==> src/rtl/rxr_pkg.sv <==
package rxr_pkg;
  typedef enum logic [1:0] {
    ST_IDLE = 2'd0,
    ST_RECV = 2'd1,
    ST_DROP = 2'd2,
    ST_HDR  = 2'd3
  } rxr_state_e;

  localparam int HDR_BYTES = 4;
  localparam int CNT_W     = 16;

  localparam logic [1:0] SEL_START = 2'd0;
  localparam logic [1:0] SEL_STOP  = 2'd1;
  localparam logic [1:0] SEL_BND   = 2'd2;
  localparam logic [1:0] SEL_CURR  = 2'd3;
endpackage

==> src/rtl/rxr_page_next.sv <==
module rxr_page_next #(
  parameter int PW = 8
) (
  input  logic [PW-1:0] cur,
  input  logic [PW-1:0] ring_start,
  input  logic [PW-1:0] ring_stop,
  output logic [PW-1:0] nxt
);
  logic [PW-1:0] inc;
  assign inc = cur + 1'b1;
  // wrap back to the ring start when the stop page is reached
  assign nxt = (inc == ring_stop) ? ring_start : inc;
endmodule

==> src/rtl/rxr_host_regs.sv <==
module rxr_host_regs
  import rxr_pkg::*;
#(
  parameter int PW = 8,
  parameter logic [PW-1:0] DEF_START = 8'h04,
  parameter logic [PW-1:0] DEF_STOP  = 8'h08
) (
  input  logic          clk,
  input  logic          rst,
  input  logic          host_we,
  input  logic [1:0]    host_sel,
  input  logic [PW-1:0] host_wdata,
  input  logic          adv_en,
  input  logic [PW-1:0] adv_page,
  output logic [PW-1:0] ring_start,
  output logic [PW-1:0] ring_stop,
  output logic [PW-1:0] ring_bnd,
  output logic [PW-1:0] ring_curr,
  output logic          bnd_wr
);
  localparam logic [PW-1:0] DEF_BND = DEF_STOP - 1'b1;

  assign bnd_wr = host_we && (host_sel == SEL_BND);

  always_ff @(posedge clk) begin
    if (rst) begin
      ring_start <= DEF_START;
      ring_stop  <= DEF_STOP;
      ring_bnd   <= DEF_BND;
      ring_curr  <= DEF_START;
    end else begin
      if (host_we && host_sel == SEL_START) ring_start <= host_wdata;
      if (host_we && host_sel == SEL_STOP)  ring_stop  <= host_wdata;
      if (bnd_wr)                           ring_bnd   <= host_wdata;
      // the internal advance takes priority over a host write of the current page
      if (adv_en)                                ring_curr <= adv_page;
      else if (host_we && host_sel == SEL_CURR)  ring_curr <= host_wdata;
    end
  end

  assert_curr_adv_R6: assert property (@(posedge clk) disable iff (rst)
    adv_en |=> ring_curr == $past(adv_page));

  assert_bnd_write_R12: assert property (@(posedge clk) disable iff (rst)
    bnd_wr |=> ring_bnd == $past(host_wdata));
endmodule

==> src/rtl/rxr_store_fsm.sv <==
module rxr_store_fsm
  import rxr_pkg::*;
#(
  parameter int PW = 8,
  parameter int PAGE_BYTES = 256
) (
  input  logic             clk,
  input  logic             rst,
  input  logic [PW-1:0]    ring_start,
  input  logic [PW-1:0]    ring_stop,
  input  logic [PW-1:0]    ring_bnd,
  input  logic [PW-1:0]    ring_curr,
  input  logic             bnd_wr,
  input  logic             mode_monitor,
  input  logic             keep_bad,
  input  logic             rx_sop,
  input  logic             rx_valid,
  input  logic [7:0]       rx_data,
  input  logic             rx_eop,
  input  logic             rx_good,
  input  logic [7:0]       rx_status,
  output logic             mem_we,
  output logic [PW+$clog2(PAGE_BYTES)-1:0] mem_addr,
  output logic [7:0]       mem_wdata,
  output logic             pkt_stored,
  output logic             ovw_flag,
  output logic             missed,
  output logic             adv_en,
  output logic [PW-1:0]    adv_page
);
  localparam int OW = $clog2(PAGE_BYTES);
  localparam int AW = PW + OW;
  localparam logic [OW-1:0] OFS_LAST  = OW'(PAGE_BYTES - 1);
  localparam logic [OW-1:0] OFS_FIRST = OW'(HDR_BYTES);

  rxr_state_e       state;
  logic [PW-1:0]    wr_page, pkt_page, nxt_wr, end_page, next_q;
  logic [OW-1:0]    wr_ofs;
  logic [CNT_W-1:0] byte_cnt, total_q;
  logic [1:0]       hdr_idx;
  logic [7:0]       stat_q, hdr_byte;
  logic             data_wr_q;

  rxr_page_next #(.PW(PW)) u_step (
    .cur(wr_page), .ring_start(ring_start), .ring_stop(ring_stop), .nxt(nxt_wr)
  );

  // offset 0 means the pointer already moved past a completely filled page
  assign end_page = (wr_ofs == '0) ? wr_page : nxt_wr;

  always_comb begin
    case (hdr_idx)
      2'd0:    hdr_byte = stat_q;
      2'd1:    hdr_byte = 8'(next_q);
      2'd2:    hdr_byte = total_q[7:0];
      default: hdr_byte = total_q[15:8];
    endcase
  end

  assign adv_en   = (state == ST_HDR) && (hdr_idx == 2'd3);
  assign adv_page = next_q;

  always_ff @(posedge clk) begin
    if (rst) begin
      state      <= ST_IDLE;
      mem_we     <= 1'b0;
      mem_addr   <= '0;
      mem_wdata  <= '0;
      pkt_stored <= 1'b0;
      missed     <= 1'b0;
      ovw_flag   <= 1'b0;
      data_wr_q  <= 1'b0;
      wr_page    <= '0;
      pkt_page   <= '0;
      wr_ofs     <= '0;
      byte_cnt   <= '0;
      total_q    <= '0;
      stat_q     <= '0;
      next_q     <= '0;
      hdr_idx    <= '0;
    end else begin
      mem_we     <= 1'b0;
      pkt_stored <= 1'b0;
      missed     <= 1'b0;
      data_wr_q  <= 1'b0;
      if (bnd_wr) ovw_flag <= 1'b0;
      case (state)
        ST_IDLE: if (rx_sop) begin
          if (mode_monitor) begin
            state <= ST_DROP;
          end else begin
            state    <= ST_RECV;
            wr_page  <= ring_curr;
            pkt_page <= ring_curr;
            wr_ofs   <= OFS_FIRST;
            byte_cnt <= '0;
          end
        end
        ST_RECV: begin
          if (rx_eop) begin
            if (pkt_page == ring_bnd || end_page == ring_bnd) begin
              ovw_flag <= 1'b1;
              missed   <= 1'b1;
              state    <= ST_IDLE;
            end else if (!rx_good && !keep_bad) begin
              state <= ST_IDLE;
            end else begin
              stat_q  <= rx_status;
              next_q  <= end_page;
              total_q <= byte_cnt + CNT_W'(HDR_BYTES);
              hdr_idx <= 2'd0;
              state   <= ST_HDR;
            end
          end else if (rx_valid) begin
            if (wr_page == ring_bnd) begin
              ovw_flag <= 1'b1;
              state    <= ST_DROP;
            end else begin
              mem_we    <= 1'b1;
              data_wr_q <= 1'b1;
              mem_addr  <= {wr_page, wr_ofs};
              mem_wdata <= rx_data;
              wr_ofs    <= wr_ofs + 1'b1;
              byte_cnt  <= byte_cnt + 1'b1;
              if (wr_ofs == OFS_LAST) wr_page <= nxt_wr;
            end
          end
        end
        ST_DROP: if (rx_eop) begin
          missed <= 1'b1;
          state  <= ST_IDLE;
        end
        default: begin
          mem_we    <= 1'b1;
          mem_addr  <= {pkt_page, OW'(hdr_idx)};
          mem_wdata <= hdr_byte;
          hdr_idx   <= hdr_idx + 1'b1;
          if (hdr_idx == 2'd3) begin
            pkt_stored <= 1'b1;
            state      <= ST_IDLE;
          end
        end
      endcase
    end
  end

  assert_no_bnd_write_R7: assert property (@(posedge clk) disable iff (rst)
    data_wr_q |-> (mem_we && mem_addr[AW-1:OW] != $past(ring_bnd)));

  assert_stored_with_hdr3_R6: assert property (@(posedge clk) disable iff (rst)
    pkt_stored |-> (mem_we && mem_addr[OW-1:0] == OW'(3)));

  assert_one_outcome_R11: assert property (@(posedge clk) disable iff (rst)
    !(pkt_stored && missed));

  assert_missed_pulse_R10: assert property (@(posedge clk) disable iff (rst)
    missed |=> !missed);

  assert_ovw_sticky_R9: assert property (@(posedge clk) disable iff (rst)
    (ovw_flag && !bnd_wr) |=> ovw_flag);
endmodule

==> src/rtl/rx_ring_store.sv <==
module rx_ring_store
  import rxr_pkg::*;
#(
  parameter int PW = 8,
  parameter int PAGE_BYTES = 256,
  parameter logic [PW-1:0] DEF_START = 8'h04,
  parameter logic [PW-1:0] DEF_STOP  = 8'h08
) (
  input  logic          clk,
  input  logic          rst,
  input  logic          host_we,
  input  logic [1:0]    host_sel,
  input  logic [PW-1:0] host_wdata,
  input  logic          mode_monitor,
  input  logic          keep_bad,
  input  logic          rx_sop,
  input  logic          rx_valid,
  input  logic [7:0]    rx_data,
  input  logic          rx_eop,
  input  logic          rx_good,
  input  logic [7:0]    rx_status,
  output logic          mem_we,
  output logic [PW+$clog2(PAGE_BYTES)-1:0] mem_addr,
  output logic [7:0]    mem_wdata,
  output logic          pkt_stored,
  output logic          ovw_flag,
  output logic          missed
);
  logic [PW-1:0] ring_start, ring_stop, ring_bnd, ring_curr, adv_page;
  logic          adv_en, bnd_wr;

  rxr_host_regs #(.PW(PW), .DEF_START(DEF_START), .DEF_STOP(DEF_STOP)) u_regs (
    .clk(clk), .rst(rst), .host_we(host_we), .host_sel(host_sel),
    .host_wdata(host_wdata), .adv_en(adv_en), .adv_page(adv_page),
    .ring_start(ring_start), .ring_stop(ring_stop), .ring_bnd(ring_bnd),
    .ring_curr(ring_curr), .bnd_wr(bnd_wr)
  );

  rxr_store_fsm #(.PW(PW), .PAGE_BYTES(PAGE_BYTES)) u_fsm (
    .clk(clk), .rst(rst), .ring_start(ring_start), .ring_stop(ring_stop),
    .ring_bnd(ring_bnd), .ring_curr(ring_curr), .bnd_wr(bnd_wr),
    .mode_monitor(mode_monitor), .keep_bad(keep_bad), .rx_sop(rx_sop),
    .rx_valid(rx_valid), .rx_data(rx_data), .rx_eop(rx_eop), .rx_good(rx_good),
    .rx_status(rx_status), .mem_we(mem_we), .mem_addr(mem_addr),
    .mem_wdata(mem_wdata), .pkt_stored(pkt_stored), .ovw_flag(ovw_flag),
    .missed(missed), .adv_en(adv_en), .adv_page(adv_page)
  );
endmodule

==> config.mk <==
export PLATFORM = sky130hd
export DESIGN_NAME = rx_ring_store
export DESIGN_NICKNAME = d
export VERILOG_FILES = /design/src/rtl/rxr_pkg.sv /design/src/rtl/rxr_page_next.sv /design/src/rtl/rxr_host_regs.sv /design/src/rtl/rxr_store_fsm.sv /design/src/rtl/rx_ring_store.sv
export SDC_FILE = /design/constraint.sdc
export NUM_CORES = 1
export LEC_CHECK = 0
export BUFFER_PORTS_ARGS = -buffer_cell sky130_fd_sc_hd__clkbuf_2
export CORE_MARGIN = 5
export CORE_UTILIZATION = 32
export DETAILED_ROUTE_END_ITERATION = 6
export GPL_TIMING_DRIVEN = 1
export PLACE_DENSITY_LB_ADDON = 0.1
export SYNTH_ARGS = -nofsm -noshare
export SYNTH_HDL_FRONTEND = slang
export SYNTH_SLANG_ARGS = --single-unit
==> constraint.sdc <==
create_clock -name clk -period 4.3 [get_ports clk]
set_clock_uncertainty 0.2 [all_clocks]
set_input_delay 0.86 -clock clk [delete_from_list [all_inputs] [get_ports clk]]
set_output_delay 0.86 -clock clk [all_outputs]
set_load 0.1 [all_outputs]
==> reports/summary.log <==
qor: setup_path.delay_contributed_by_the_slowest_stage_of_the_critical_path 0.69 ns
qor: layout.fillerInstances 2,331
qor: power_and_ir_drop.sequentialPowerShare 31.3%
qor: power_and_ir_drop.combPwrFrac 38.9%
qor: die.start_util 32.7%
qor: die.core_area 0.0219 mm²
qor: layout.area_growth 16.3%
qor: synth.synth_edf_count 0
qor: synth.syn_area 0.00716 mm²
qor: timing.report.final.slew_viol_count 0
qor: synth.synth.distinct_cells 65
qor: timing.max_freq 0.253 GHz
qor: placement.dp.final_hpwl 16,300 µm
qor: routing.total_number_of_vias 6,390
qor: routing.drc 0
qor: synth.synthesis.yosys.warnings 0
qor: timing.grt_setup_unrepaired no
qor: die.chipHeight 160 µm
qor: cts.cts_hold_buffers 0
qor: synth.synth-async-reset-ratio 0%
qor: routing.wire_length_per_cell 18.9 µm
qor: setup_path.timing.critical_path.slowest_stage_cell sky130_fd_sc_hd__nor2_2
qor: layout.finalNetCount 967
qor: die.die_area 0.0255 mm²
qor: cts.clkSlewWorstSetupHoldPaths 0.06 ns
qor: layout.final_layout_size_suffix_gt1_share 14.6%
qor: power_and_ir_drop.power.ir.vdd_worst 358 µV
qor: die.io-pin-count 63
qor: timing.final.min_clock_period 3.95 ns
qor: power_and_ir_drop.cellInternalPower 2860 µW
qor: timing.hold-worst-slack 0.256 ns
qor: synth.synth_seq_cells 136
qor: grt.grt.overflow.total 0
qor: routing.route.detailed.vias_per_inst 5.27
qor: grt.grt_usage 17.9%
qor: setup_path.sequence_of_cells_on_the_critical_path ha_1 > and3_1 > xnor2_1 > o2111ai_1 > or3_1 > nor4_1 > o31ai_1 > o2111ai_2 > o21ai_2 > nor2_2 > o21ai_0
qor: cts.clock_sinks 136
qor: cts.post_cts.repair.setup_buffers 0
qor: die.chipWidth 160 µm
qor: grt.grt_pass1_wl 36,300 µm
qor: die.placement_rows 54
qor: routing.dr.pass1.iters 5
qor: min_path.worst_hold_path_type register to register
qor: power_and_ir_drop.leakagePower 0.00314 µW
qor: synth.synth_area_in_simple_gates 21.3%
qor: grt.grt_start_max_net_pins 76
qor: cts.clock_tree.htree_level_count 4
qor: timing.period_share 91.9%
qor: setup_path.setup.worst_path.start u_fsm.wr_page[0]
qor: routing.drtIter0Drc 521
qor: grt.number_of_antenna_violations_at_the_first_check_in_global_routing 0
qor: synth.synth-seq-area-share 38.0%
qor: power_and_ir_drop.power_density 613 mW/mm²
qor: power_and_ir_drop.switching_power 2240 µW
qor: synth.yosys-mux-area-fraction 5.33%
qor: timing.finalHoldViolations 0
qor: cts.insertion_delay 0.42 ns
qor: routing.routed_wl 22,900 µm
qor: synth.postSynthCellCount 888
qor: setup_path.crit_arrival 4.02 ns
qor: placement.port_buffer_count 62
qor: setup_path.timing.critical_path.from_type register
qor: cts.cts_buffer_depth 2
qor: layout.multiInputGateArea 0.00407 mm²
qor: grt.first_global_vias 6,227
qor: setup_path.cp_max_fo 19
qor: cts.cts_tree done
qor: layout.n_antenna_cell 0
qor: setup_path.critPathCaptureType register
qor: synth.post_synth_xor_area_fraction 7.94%
qor: placement.placer_congestion 0.900
qor: setup_path.cp.required 4.37 ns
qor: min_path.hold_path_startpoint u_fsm.mem_addr[3]
qor: synth.synthesis.area_per_instance 8.06 µm²
qor: timing.fin_tns_setup 0 ns
qor: setup_path.r2r-start u_fsm.wr_page[0]
qor: routing.drtAntennaViolNets 0
qor: synth.synth-compound-area-share 19.8%
qor: power_and_ir_drop.pwr-share-clk 29.7%
qor: setup_path.crit_type register to register
qor: cts.postCtsResizedCells 0
qor: timing.worst_slew_pin_slew 1.13 ns
qor: power_and_ir_drop.netSwitchingFraction 43.9%
qor: synth.combinational_family_with_the_most_area_after_synthesis simple AND/OR/NAND/NOR gates
qor: layout.regArea 0.00272 mm²
qor: cts.cts.root.buffer_cell sky130_fd_sc_hd__clkbuf_16
qor: synth.synthFlopType sky130_fd_sc_hd__dfxtp_1
qor: timing.slew_headroom 24.1%
qor: job.max_cap_viol_count 0
qor: cts.cts-buffers-inserted 17
qor: timing.report.final.setup_viol 0
qor: outcome.outcome finished clean
qor: synth.synth_fa_ha_area_share 2.27%
qor: synth.synthesis.nets 936
## logic make-up (layout without fill, tap and decap cells)
logic type,count (synthesis),in the layout
flip-flops,136,136
AND/OR/NAND/NOR,328,328
AO/OA/AOI/OAI,215,215
buffers and inverters,94,138
adder cells (fa/ha/maj),13,13
multiplexers,38,38
XOR/XNOR,64,64
## per-stage QoR
| step | power (µW) | cell area (µm²) | util (%) | setup WS, ns | std cells |
|---|---|---|---|---|---|
| after floorplan | 3150 | 7160 | - | 1.08 | 888 |
| after global placement | 3630 | 7710 | 35.2 | 0.413 | 1180 |
| after detailed placement | 3610 | 7710 | 35.2 | 0.364 | 1180 |
| after CTS | 5150 | 8320 | 38.0 | 0.337 | 1212 |
| after global routing | 5380 | 8320 | 38.0 | 0.0324 | 1212 |
| final | 5100 | 8320 | 38.0 | 0.347 | 1212 |
## sequential cells by signal, summed over array words and instances, names as in the netlist, 2 cells and up
signal	count
u_fsm.adv_page	8
u_fsm.wr_ofs	8
u_fsm.wr_page	8
u_fsm.pkt_page	8
u_fsm.byte_cnt	16
u_fsm.mem_addr	16
u_regs.ring_start	8
u_fsm.hdr_idx	2
u_regs.ring_bnd	8
u_regs.ring_stop	8
u_regs.ring_curr	8
u_fsm.total_q	16
u_fsm.stat_q	8
u_fsm.mem_wdata	8
u_fsm.state	2
## final timing paths
kind | slack (ns) | endpoint | cells past startpoint
max | 0.35 | u_fsm.adv_page[7] | 11
min | 0.26 | u_fsm.mem_addr[3] | 2
max reg2reg | 0.35 | u_fsm.adv_page[7] | 11
min reg2reg | 0.26 | u_fsm.mem_addr[3] | 2
## cell usage in the layout (no fill, tap or decap), drive strengths merged, types with 3 or more instances in the layout
cell and count:
o31ai 3, nor2b 4, inv 20, xnor2 21
bufinv 3, nand2b 8, or3 9, or4 4
and3 7, nor3 14, nand3b 5, a21oi 72
dfxtp 136, nor2 104, nand3 46, a222oi 8
buf 25, nor4 8, a31oi 4, ha 13
a22oi 3, o21a 3, a211oi 36, nand4 9
o21ai 41, mux2i 37, clkbuf 79, nand2 98
a311oi 16, and2 4, o211ai 7, clkinv 10
xor2 43
## worst max-delay path, delay by kind of cell, from the launching register on
family	cells	cell delay, ns
simple gates	4	1.77
flops	1	0.52
xor+xnor	1	0.14
fa+ha+maj	1	0.40
compound gates	5	0.77
## power by group through the flow
stage / Sequential (µW) / Combinational (µW) / Clock (µW)
after floorplan: 2230 / 917 / 0
final: 1600 / 1990 / 1520
after detailed placement: 1630 / 1990 / 0
after global routing: 1630 / 2130 / 1620
after global placement: 1630 / 2000 / 0
after CTS: 1600 / 1990 / 1560
## layer usage
metal | global-route usage (%) | wire, µm | share of wire (%) | up-vias
li1 | - | - | - | 3209
met1 | 26.8 | 11800 | 52 | 3044
met2 | 26.1 | 9910 | 43 | 117
met3 | 3.16 | 823 | 3.6 | 20
met4 | 5.58 | 377 | 1.6 | 0
met5 | 0 | 0 | 0 | -
## synth_stat cells, types with 2 or more instances
master,instances,area share (%)
sky130_fd_sc_hd__or3_1,9,0.79
sky130_fd_sc_hd__buf_2,14,0.98
sky130_fd_sc_hd__nor3_1,12,0.84
sky130_fd_sc_hd__o22ai_1,2,0.17
sky130_fd_sc_hd__xor2_1,42,5.1
sky130_fd_sc_hd__nand2_1,98,5.1
sky130_fd_sc_hd__inv_1,19,1.0
sky130_fd_sc_hd__o311ai_0,2,0.24
sky130_fd_sc_hd__o31ai_1,2,0.21
sky130_fd_sc_hd__nand3_1,46,3.2
sky130_fd_sc_hd__o32ai_1,2,0.24
sky130_fd_sc_hd__a311oi_1,16,2.0
sky130_fd_sc_hd__mux2i_1,37,5.2
sky130_fd_sc_hd__a31oi_1,4,0.35
sky130_fd_sc_hd__a211oi_1,36,3.8
sky130_fd_sc_hd__and3_1,7,0.61
sky130_fd_sc_hd__nand3b_1,5,0.52
sky130_fd_sc_hd__o211ai_1,7,0.73
sky130_fd_sc_hd__nor3b_1,2,0.21
sky130_fd_sc_hd__and2_1,4,0.35
sky130_fd_sc_hd__a22oi_1,3,0.31
sky130_fd_sc_hd__dfxtp_1,136,38
sky130_fd_sc_hd__nor4_1,7,0.61
sky130_fd_sc_hd__o21ai_0,34,2.4
sky130_fd_sc_hd__xnor2_1,21,2.6
sky130_fd_sc_hd__or4_1,4,0.42
sky130_fd_sc_hd__a221oi_1,2,0.24
sky130_fd_sc_hd__buf_4,2,0.21
sky130_fd_sc_hd__ha_1,13,2.3
sky130_fd_sc_hd__clkbuf_1,51,2.7
sky130_fd_sc_hd__nor2_2,2,0.17
sky130_fd_sc_hd__o21a_1,3,0.31
sky130_fd_sc_hd__nor2_1,102,5.4
sky130_fd_sc_hd__nor2b_1,4,0.35
sky130_fd_sc_hd__nor3_2,2,0.28
sky130_fd_sc_hd__nand4_1,9,0.79
sky130_fd_sc_hd__o21ai_1,6,0.42
sky130_fd_sc_hd__a31o_2,2,0.24
sky130_fd_sc_hd__buf_1,7,0.37
sky130_fd_sc_hd__or2_2,2,0.17
sky130_fd_sc_hd__a21oi_1,72,5.0
sky130_fd_sc_hd__a222oi_1,8,1.1
sky130_fd_sc_hd__nand2b_1,8,0.70
## area by class of cell
type                    instances  area share, %
well taps                     280           4.21
multi-input cells             658           48.9
inverters                      20          0.902
clock buffers                  18           5.28
repair buffers                 86           5.92
flip-flops and latches        136           32.7
clock inverters                14           2.09
Note: power is estimated with default switching activity, not from simulation.
